`config.mk`:
```
export PLATFORM = sky130hd
export DESIGN_NAME = poll_status_responder
export DESIGN_NICKNAME = d
export VERILOG_FILES = /design/src/rtl/psr_pkg.sv /design/src/rtl/psr_access_decode.sv /design/src/rtl/psr_status_fsm.sv /design/src/rtl/psr_data_mux.sv /design/src/rtl/poll_status_responder.sv
export SDC_FILE = /design/constraint.sdc
export NUM_CORES = 1
export LEC_CHECK = 0
export ABC_AREA = 1
export ABC_CLOCK_PERIOD_IN_PS = 2750
export BUFFER_PORTS_ARGS = -buffer_cell sky130_fd_sc_hd__buf_2
export CORE_AREA = 10 10 47 49
export DETAILED_ROUTE_END_ITERATION = 7
export DIE_AREA = 0 0 57 59
export GPL_TIMING_DRIVEN = 0
export PLACE_DENSITY = 0.52
export SYNTH_ARGS = -nofsm -noshare
export SYNTH_HDL_FRONTEND = slang
export SYNTH_SLANG_ARGS = --single-unit
```
`constraint.sdc`:
```
create_clock -name clk -period 2.75 [get_ports clk]
set_clock_uncertainty 0.2 [all_clocks]
set_input_delay 0.4125 -clock clk [delete_from_list [all_inputs] [get_ports clk]]
set_output_delay 0.4125 -clock clk [all_outputs]
set_load 0.005 [all_outputs]
```
`src/rtl/psr_pkg.sv`:
```
package psr_pkg;

    typedef enum logic [1:0] {
        ST_IDLE      = 2'd0,
        ST_PROG_WAIT = 2'd1,
        ST_PROG_READ = 2'd2
    } psr_state_e;

endpackage

```
`src/rtl/psr_access_decode.sv`:
```
module psr_access_decode (
    input  logic ce_n,
    input  logic oe_n,
    output logic read_en
);

    // a read needs both active-low strobes asserted together
    always_comb begin
        read_en = ~ce_n & ~oe_n;
    end

endmodule

```
`src/rtl/psr_status_fsm.sv`:
```
module psr_status_fsm #(
    parameter logic TOG_INIT = 1'b0
) (
    input  logic                 clk,
    input  logic                 rst_n,
    input  logic                 busy,
    input  logic                 read_en,
    output psr_pkg::psr_state_e  state_q,
    output logic                 tog_q
);

    import psr_pkg::*;

    psr_state_e state_d;
    logic       enter_prog;
    logic       close_read;

    // next-state decode
    always_comb begin
        state_d    = state_q;
        enter_prog = 1'b0;
        close_read = 1'b0;
        unique case (state_q)
            ST_IDLE: begin
                if (busy) begin
                    state_d    = ST_PROG_WAIT;
                    enter_prog = 1'b1;
                end
            end
            ST_PROG_WAIT: begin
                if (!busy) begin
                    state_d = ST_IDLE;
                end else if (read_en) begin
                    state_d = ST_PROG_READ;
                end
            end
            ST_PROG_READ: begin
                if (!busy) begin
                    state_d = ST_IDLE;
                end else if (!read_en) begin
                    state_d    = ST_PROG_WAIT;
                    close_read = 1'b1;
                end
            end
            default: begin
                state_d = ST_IDLE;
            end
        endcase
    end

    // state register
    always_ff @(posedge clk or negedge rst_n) begin
        if (!rst_n) begin
            state_q <= ST_IDLE;
        end else begin
            state_q <= state_d;
        end
    end

    // toggle output register: reload on entry, flip per closed read
    always_ff @(posedge clk or negedge rst_n) begin
        if (!rst_n) begin
            tog_q <= TOG_INIT;
        end else if (enter_prog) begin
            tog_q <= TOG_INIT;
        end else if (close_read) begin
            tog_q <= ~tog_q;
        end
    end

endmodule

```
`src/rtl/psr_data_mux.sv`:
```
module psr_data_mux #(
    parameter int   DATA_W   = 8,
    parameter logic TOG_INIT = 1'b0
) (
    input  logic                 busy,
    input  logic                 read_en,
    input  psr_pkg::psr_state_e  state_q,
    input  logic                 tog_q,
    input  logic [DATA_W-1:0]    last_wr_byte,
    input  logic [DATA_W-1:0]    array_rd_data,
    output logic [DATA_W-1:0]    bus_out
);

    import psr_pkg::*;

    localparam int POLL_BIT = DATA_W - 1;
    localparam int TOG_BIT  = DATA_W - 2;

    logic              tog_view;
    logic [DATA_W-1:0] status_word;

    // in the first busy cycle the register has not reloaded yet
    always_comb begin
        tog_view = (state_q == ST_IDLE) ? TOG_INIT : tog_q;
    end

    always_comb begin
        status_word           = '0;
        status_word[POLL_BIT] = ~last_wr_byte[POLL_BIT];
        status_word[TOG_BIT]  = tog_view;
    end

    always_comb begin
        if (!read_en) begin
            bus_out = '0;
        end else if (busy) begin
            bus_out = status_word;
        end else begin
            bus_out = array_rd_data;
        end
    end

endmodule

```
`src/rtl/poll_status_responder.sv`:
```
module poll_status_responder #(
    parameter int   DATA_W   = 8,
    parameter logic TOG_INIT = 1'b0
) (
    input  logic              clk,
    input  logic              rst_n,
    input  logic              busy,
    input  logic [DATA_W-1:0] last_wr_byte,
    input  logic              ce_n,
    input  logic              oe_n,
    input  logic [DATA_W-1:0] array_rd_data,
    output logic [DATA_W-1:0] bus_out,
    output logic              bus_oe
);

    import psr_pkg::*;

    logic       read_en;
    psr_state_e state_q;
    logic       tog_q;

    psr_access_decode u_decode (
        .ce_n    (ce_n),
        .oe_n    (oe_n),
        .read_en (read_en)
    );

    psr_status_fsm #(
        .TOG_INIT (TOG_INIT)
    ) u_fsm (
        .clk     (clk),
        .rst_n   (rst_n),
        .busy    (busy),
        .read_en (read_en),
        .state_q (state_q),
        .tog_q   (tog_q)
    );

    psr_data_mux #(
        .DATA_W   (DATA_W),
        .TOG_INIT (TOG_INIT)
    ) u_mux (
        .busy          (busy),
        .read_en       (read_en),
        .state_q       (state_q),
        .tog_q         (tog_q),
        .last_wr_byte  (last_wr_byte),
        .array_rd_data (array_rd_data),
        .bus_out       (bus_out)
    );

    assign bus_oe = read_en;

endmodule

```
### Yosys cells after proc, flatten, opt, wreduce, memory -nomap -nowiden

Cells that the tools add are included.

* $add $sub $neg: 0
* $mul: 0
* div/mod/pow operators: 0
* magnitude comparators: 0
* equal/unequal tests: 5
* shifts and indexed selects: 0
* multiplexer cells: 16
* bitwise logic cells: 5
* reduce and logical (&&, ||, !) cells: 3

Operators by type and width (number)
* $mux 8: 2
* $mux 2: 5
* $mux 1: 8
* $pmux 2 s3: 1
* $not 1->1: 4
* $ne 3x2->1 const B: 1
* $ne 3x3->1 const B: 1
* $reduce_and 3->1: 1
* $eq 2x1->1 const B: 1
* $eq 2x2->1 const B: 1
* $logic_not 2->1: 1
* $ne 2x2->1 const B: 1
* $reduce_bool 2->1: 1
* $and 1x1->1: 1

* bits in registers: 3
* bits in latches: 0
* memory bits (writable): 0
* memory bits (read-only): 0
* input port bits: 21
* output and inout port bits: 9
* word-level logic and storage cells: 31
* memories kept: 0

### Longest topological paths before layout

Gate-level depths: netlist of the first run.

* depth in word-level cells: 7
* mapped depth: 5
* depth with buffers taken out: 5

### Hierarchy

From an unflattened synthesis of the first run, not the netlist that was laid out.

* cell total of the unflattened synthesis: 46
* area total of the unflattened synthesis: 252.7 µm²

By module, submodules not included
* psr_status_fsm: times used 1, cells an instance 24, area an instance 163.9 µm², seq. area each 75.1 µm²
* psr_data_mux: times used 1, cells an instance 21, area an instance 85.1 µm², seq. area each 0.0 µm²
* psr_access_decode: times used 1, cells an instance 1, area an instance 3.8 µm², seq. area each 0.0 µm²

### Worst setup path after synthesis of the first run

No wires, ideal clock.

* kind: input port to output port
* start point: input port oe_n
* end point: output port bus_out[7]
* arrival: 0.833 ns
* required time: 2.138 ns
* path slack: 1.305 ns
* stages on the path: 3
* buffers on the path: 0
* cell sequence: nor2_4 nand2_1 o21ai_0

* longest elaborated chain between the ends: 3

RTL lines
* start, declared: line poll_status_responder.sv:10 `input logic oe_n,`
* $not 1->1: line psr_access_decode.sv:9 `read_en = ~ce_n & ~oe_n;`
* $and 1x1->1: line psr_access_decode.sv:9
* $mux 8: line psr_data_mux.sv:34 `if (!read_en) begin`
* end, declared: line poll_status_responder.sv:12 `output logic [DATA_W-1:0] bus_out,`

No other way between the ends.

### Worst setup path after layout of the first run

* start point: register u_fsm.state_q[1]
* end point: output port bus_out[6]

* longest elaborated chain between the ends: 4

RTL lines
* start, declared: line psr_status_fsm.sv:8 `output psr_pkg::psr_state_e state_q,`
* start signal, assigned: line psr_status_fsm.sv:56 `state_q <= state_d;`
* $logic_not 2->1: line psr_data_mux.sv:24 `tog_view = (state_q == ST_IDLE) ? TOG_INIT : tog_q;`
* $mux 1: line psr_data_mux.sv:24
* $mux 8: line psr_data_mux.sv:36 `end else if (busy) begin`
* $mux 8: line psr_data_mux.sv:34

No other way between the ends.

==> results of run 1 <==
## how the worst min path moves through the flow
stage,end,cells after the start,from
CTS,u_fsm.state_q[1],3,busy
detailed placement,u_fsm.state_q[1],1,rst_n
global placement,u_fsm.state_q[1],1,rst_n
global route,u_fsm.state_q[1],3,busy
floorplan,u_fsm.state_q[0],0,rst_n
finish,u_fsm.state_q[1],3,busy
## area by class of cell
| cell class | count | share of cell area, % |
|---|---|---|
| multi-input combinational | 33 | 38.6 |
| timing repair buffer | 23 | 28.3 |
| sequential | 3 | 17.7 |
| clock buffer | 4 | 6.19 |
| tap | 16 | 4.72 |
| inverter | 5 | 4.42 |
## flip-flops by register name, summed over array words and instances (netlist names)
name / count
u_fsm.tog_q: 1
u_fsm.state_q: 2
## metal layers
layer	share of wire [%]	up-vias
met5	0	-
met4	1.7	0
met3	13	2
met2	39	20
met1	47	139
li1	-	179
## cells in the mapped netlist
cell type  instances  area (sq um)
o21ai_0            1          5.00
a21oi_1            1          5.00
nor3b_2            1          12.5
inv_2              1          3.75
nand2_1           14          52.6
nor2_1             9          33.8
nand4_1            1          6.26
nand2_4            1          11.3
dfrtp_1            3          75.1
inv_1              4          15.0
nor2_4             2          22.5
nand3_1            3          15.0
## where the power goes
| part | switching [W] | internal, W | total [W] |
|---|---|---|---|
| logic | 0.0000206 | 0.0000169 | 0.0000375 |
| registers | 0.00000180 | 0.0000472 | 0.0000490 |
| clock network | 0.0000219 | 0.0000543 | 0.0000762 |
| total | 0.0000443 | 0.000118 | 0.000163 |
## repair_timing
action / 4_1_cts / 5_1_grt
gates resized for setup: 0 / 0
hold buffers: 1 / 0
hold endpoints to repair: 3 / 0
setup endpoints to repair: 0 / 0
## metrics by stage
step           area (sq um)  instances  total power (W)  hold WS [ns]  setup slack [ns]
2_1_floorplan           258         41        0.0000679       -0.0831              1.30
3_3_place_gp            388         79        0.0000860        0.0119              1.08
3_5_place_dp            388         79        0.0000865        0.0113              1.07
4_1_cts                 424         84         0.000168         0.289             0.975
5_1_grt                 424         84         0.000178         0.293             0.891
6_report                424         84         0.000163         0.295             0.987
## placed cells by master, fill, tap and decap left out
master	Yosys	layout
a21oi_1	1	1
buf_2	0	22
clkbuf_1	0	1
clkbuf_4	0	3
dfrtp_1	3	3
dlygate4sd3_1	0	1
inv_1	4	4
inv_2	1	1
nand2_1	14	14
nand2_4	1	1
nand3_1	3	3
nand4_1	1	1
nor2_1	9	9
nor2_4	2	2
nor3b_2	1	1
o21ai_0	1	1
## worst max-delay path, cell delays in order, from the launching register on
cell     delay [ns]
dfrtp_1        0.38
nor2_1         0.23
nor2_1         0.07
nand2_1        0.06
a21oi_1        0.06
buf_2          0.12
## kinds of logic (layout without fill, tap and decap cells)
| group | after synthesis | count (layout) | synth area share, % |
|---|---|---|---|
| AND/OR/NAND/NOR | 31 | 31 | 59.7 |
| buffers and inverters | 5 | 32 | 7.28 |
| flip-flops | 3 | 3 | 29.1 |
| AO/OA/AOI/OAI | 2 | 2 | 3.88 |
==> qor.yml, run 1 <==
ys_seq_area_share_pct: 29.1
grt_pass1_vias: 372
avgViaCountPerCell: 4.05
rows: 14
hold_class: "input pin to flip-flop"
clockBufferDepth: 2
antennaDiodeCount: 0
critPathLaunch: "u_fsm.state_q[1]"
r2r_start: "u_fsm.state_q[1]"
layout-drive-gt1-share_pct: 44.1
syn_inst: 41
worst_pin_slew_ns: 0.245
htreeDepth: 1
clock_latency_ns: 0.23
antenna_found_initial: 0
met1_usage_pct: 5.94
vias: 340
fillCellCount: 162
maxCapViolations: 0
worstPathRequired_ns: 2.14
r2r-end: "u_fsm.tog_q"
fin_crit_sh_pct: 64.1
die-area_sq_um: 3360
die_h_um: 59
synth_fp_nets: 62
postCtsSetupRepairBufs: 0
io_buffer_count: 22
peakVddDrop_v: 0.0000972
tns_ns: 0
firstDrtPassIters: 4
ios: 30
ant_nets: 0
use_met2_pct: 6.36
hpwlAfterDp_um: 723
grt_usage_pct: 5.57
root_buffer: "clkbuf_4"
fmax_mhz: 567
final_nets: 90
avgSynthCellArea_sq_um: 6.29
ff2ff_path_depth: 4
p_leak_nw: 0.243
final_core_util_pct: 30.3
drc: 0
path_max_fanout: 3
cts.clk_slew.worst_paths_ns: 0.04
start_util_pct: 18.4
crit_end: "bus_out[6]"
period_needed_ns: 1.76
finalHoldViolations: 0
run_status: "finished clean"
gr-usage-met3_pct: 3.65
wl_per_cell_um: 10.0
worst_setup_path_start_kind: "flip-flop"
r2r_setup_slack_ns: 1.55
core_sq_um: 1400
slew-limit-headroom_pct: 83.6
worst_setup_path_end_kind: "output port"
drt_iter0_drc: 4
grt_remaining_overflow: 0
synth_cell_type_count: 12
syn-cell-area_sq_um: 258
setup_violations: 0
numCtsBuffers: 3
die_w_um: 57
p_per_area_nw_per_um2: 384
place.gp.congestion: 0.640
grt_pass1_wl_um: 1440
gr-max-usage-layer: "met4"
ys_ff_latch: 3
grt_max_degree: 10
drt_wl_total_um: 842
cts_tree: "built"
area_growth_pct: 64.6
clock_sinks: 3
crit_type: "flip-flop to output port"
arrival_ns: 1.15
ys_warn_count: 0
regArea_sq_um: 75.1
rsz0062_at_grt: "false"
slew_violations: 0
multi_input_area_sq_um: 164
(Power assumes the default switching activity.)
==> inputs of run 2 (changes only) <==
--- a/config.mk
+++ b/config.mk
@@ -5,14 +5,14 @@
 export SDC_FILE = /design/constraint.sdc
 export NUM_CORES = 1
 export LEC_CHECK = 0
-export ABC_AREA = 1
-export ABC_CLOCK_PERIOD_IN_PS = 2750
+export ABC_AREA = 0
+export ABC_CLOCK_PERIOD_IN_PS = 1600
 export BUFFER_PORTS_ARGS = -buffer_cell sky130_fd_sc_hd__buf_2
 export CORE_AREA = 10 10 47 49
 export DETAILED_ROUTE_END_ITERATION = 7
 export DIE_AREA = 0 0 57 59
 export GPL_TIMING_DRIVEN = 0
-export PLACE_DENSITY = 0.52
+export PLACE_DENSITY = 0.51
 export SYNTH_ARGS = -nofsm -noshare
 export SYNTH_HDL_FRONTEND = slang
 export SYNTH_SLANG_ARGS = --single-unit
==> constraint.sdc (replaced) <==
create_clock -name clk -period 1.6 [get_ports clk]
set_clock_uncertainty 0.2 [all_clocks]
set_input_delay 0.24 -clock clk [delete_from_list [all_inputs] [get_ports clk]]
set_output_delay 0.24 -clock clk [all_outputs]
set_load 0.005 [all_outputs]
==> run 2 against run 1 <==
Effect of this change:
- sequential power is 72% higher
- synthesized cell count is 37% lower
- routed wire length is 9.9% lower
- count of clock-buffer cells in the layout stayed put
- first-iteration DRC count is 50% lower
- via count is 14% lower
- register-to-register slack worse by 1.3 ns
==> qor.yml, run 2 <==
run_status: "finished clean"
grt_usage_pct: 5.05
avgSynthCellArea_sq_um: 8.47
clock_sinks: 3
clock_latency_ns: 0.23
area_growth_pct: 77.8
yosysMostFrequentCell: "and2_1"
htreeDepth: 1
post-synth-top-area-fraction_pct: 34.1
root_buffer: "clkbuf_4"
layout-drive-gt1-share_pct: 49.1
clockBufferDepth: 2
antennaDiodeCount: 0
grt_pass1_wl_um: 1350
syn-cell-area_sq_um: 220
drt_iter0_drc: 2
dp_slack_ns: 0.0659
ff2ff_path_depth: 3
clockPowerShare_pct: 50.1
ys_ff_latch: 3
hold_class: "input pin to flip-flop"
min_from: "busy"
tns_ns: 0
antenna_found_initial: 0
p_int_w: 0.000201
path_max_fanout: 5
final_cell_mix: "22 x buf_2, 7 x and2_1, 3 x nor2_1, 3 x clkbuf_4, 3 x dfrtp_1"
top_register: "u_fsm.state_q"
sw_frac_of_total_pct: 24.2
syn_inst: 26
synth_ff_type: "dfrtp_1"
holdPathStages: 2
slew-limit-headroom_pct: 74.5
worst_setup_path_end_kind: "output port"
cts.clk_slew.worst_paths_ns: 0.04
die-area_sq_um: 3360
r2r-end: "u_fsm.tog_q"
vias: 291
die_h_um: 59
synth_fp_nets: 47
rsz0062_at_grt: "false"
firstDrtPassIters: 4
p_sw_w: 0.0000641
setup_violations: 0
final_nets: 75
numCtsBuffers: 3
ys_seq_area_share_pct: 34.1
largestRegisters: "u_fsm.state_q x2, u_fsm.tog_q x1"
ys_warn_count: 0
power_frac_seq_pct: 31.9
ant_nets: 0
rows: 14
p_leak_nw: 0.217
largest_reg_flops: 2
r2r_setup_slack_ns: 0.21
peakVddDrop_v: 0.000266
netlist_top_cells_count: "7 x and2_1, 3 x dfrtp_1, 3 x nor2_1, 2 x nand2b_1"
crit_type: "flip-flop to output port"
synth_cell_type_count: 15
hpwlAfterDp_um: 669
fmax_mhz: 671
worst_setup_path_start_kind: "flip-flop"
grt_remaining_overflow: 0
yosys-top-cells-area: "dfrtp_1 34%, and2_1 20%, nand2b_1 5.7%, nor2_1 5.1%, or4b_1 4.5%"
synth-edff-count: 0
worst_slack_ns: 0.110
ios: 30
grt_pass1_vias: 341
worstPathRequired_ns: 1.16
drc: 0
slew_violations: 0
finalHoldViolations: 0
p_comb_share_pct: 18.0
avgViaCountPerCell: 4.22
maxCapViolations: 0
core_sq_um: 1400
postCtsSetupRepairBufs: 0
place.gp.congestion: 0.645
final_common_cell: "buf_2"
period_needed_ns: 1.49
synth_area_leader_cell: "dfrtp_1"
io_buffer_count: 22
grt_max_degree: 9
worst_pin_slew_ns: 0.381
min_to: "u_fsm.state_q[0]"
r2r_start: "u_fsm.state_q[0]"
start_util_pct: 15.7
die_w_um: 57
fin_crit_sh_pct: 93.1
cts_tree: "built"
synthArstFlopShare_pct: 100
drt_wl_total_um: 759
arrival_ns: 1.05
p_per_area_nw_per_um2: 676
wl_per_cell_um: 11.0
-- run 2: critical path: stages, from the launching register on --
cell,delay [ns]
dfrtp_1,0.41
o211ai_1,0.18
a21boi_0,0.10
buf_2,0.13
-- run 2: what timing repair did --
item                                   4_1_cts  5_1_grt
hold buffers                                 1        0
setup endpoints to repair                    0        6
endpoints found under the hold margin        3        0
gates resized for setup                      0        1
-- run 2: stage by stage --
| stage | util (%) | total power (W) | hold slack (ns) | cells | area (sq um) |
|---|---|---|---|---|---|
| finish | 27.9 | 0.000265 | 0.104 | 69 | 392 |
| global route | 27.9 | 0.000292 | 0.106 | 69 | 392 |
| CTS | 27.6 | 0.000274 | 0.0900 | 69 | 387 |
| detailed placement | 25.0 | 0.000132 | -0.160 | 64 | 350 |
| global placement | 25.0 | 0.000130 | -0.162 | 64 | 350 |
| floorplan | - | 0.000102 | -0.256 | 26 | 220 |
-- run 2: worst max path at each step --
stage | startpoint | endpoint | slack (ns)
final | u_fsm.state_q[1] | bus_out[6] | 0.11
after global routing | u_fsm.state_q[1] | bus_out[6] | 0.001
after CTS | busy | bus_out[4] | 0.07
after detailed placement | busy | bus_out[4] | 0.07
after global placement | busy | bus_out[4] | 0.08
after floorplan | u_fsm.state_q[0] | u_fsm.tog_q | 0.27
-- run 2: layer usage --
metal  GRT usage (%)  up-vias  routed length [um]
li1                -      149                   -
met1            3.79      126                 264
met2            8.22       14                 390
met3            3.65        2                  89
met4            5.03        0                  14
met5               0        -                   0
-- run 2: cell type report --
cell class	count	area, sq um
Timing Repair Buffer	23	120
Clock buffer	4	26.3
Sequential cell	3	75.1
Tap cell	16	20.0
Multi-Input combinational cell	23	150
Fill cell	164	1010
-- run 2: power groups by stage --
stage | Combinational, W | Sequential, W | Clock, W
after floorplan | 0.0000174 | 0.0000844 | 0
after global placement | 0.0000447 | 0.0000853 | 0
after detailed placement | 0.0000462 | 0.0000854 | 0
after CTS | 0.0000482 | 0.0000844 | 0.000141
after global routing | 0.0000544 | 0.0000853 | 0.000152
final | 0.0000477 | 0.0000844 | 0.000132
-- run 2: logic make-up after synthesis --
group	Yosys count	synth area share, %
AOI/OAI and AO/OA	6	19.9
and+or+nand+nor	16	42.0
xor gates and xnor gates	1	3.98
DFF	3	34.1
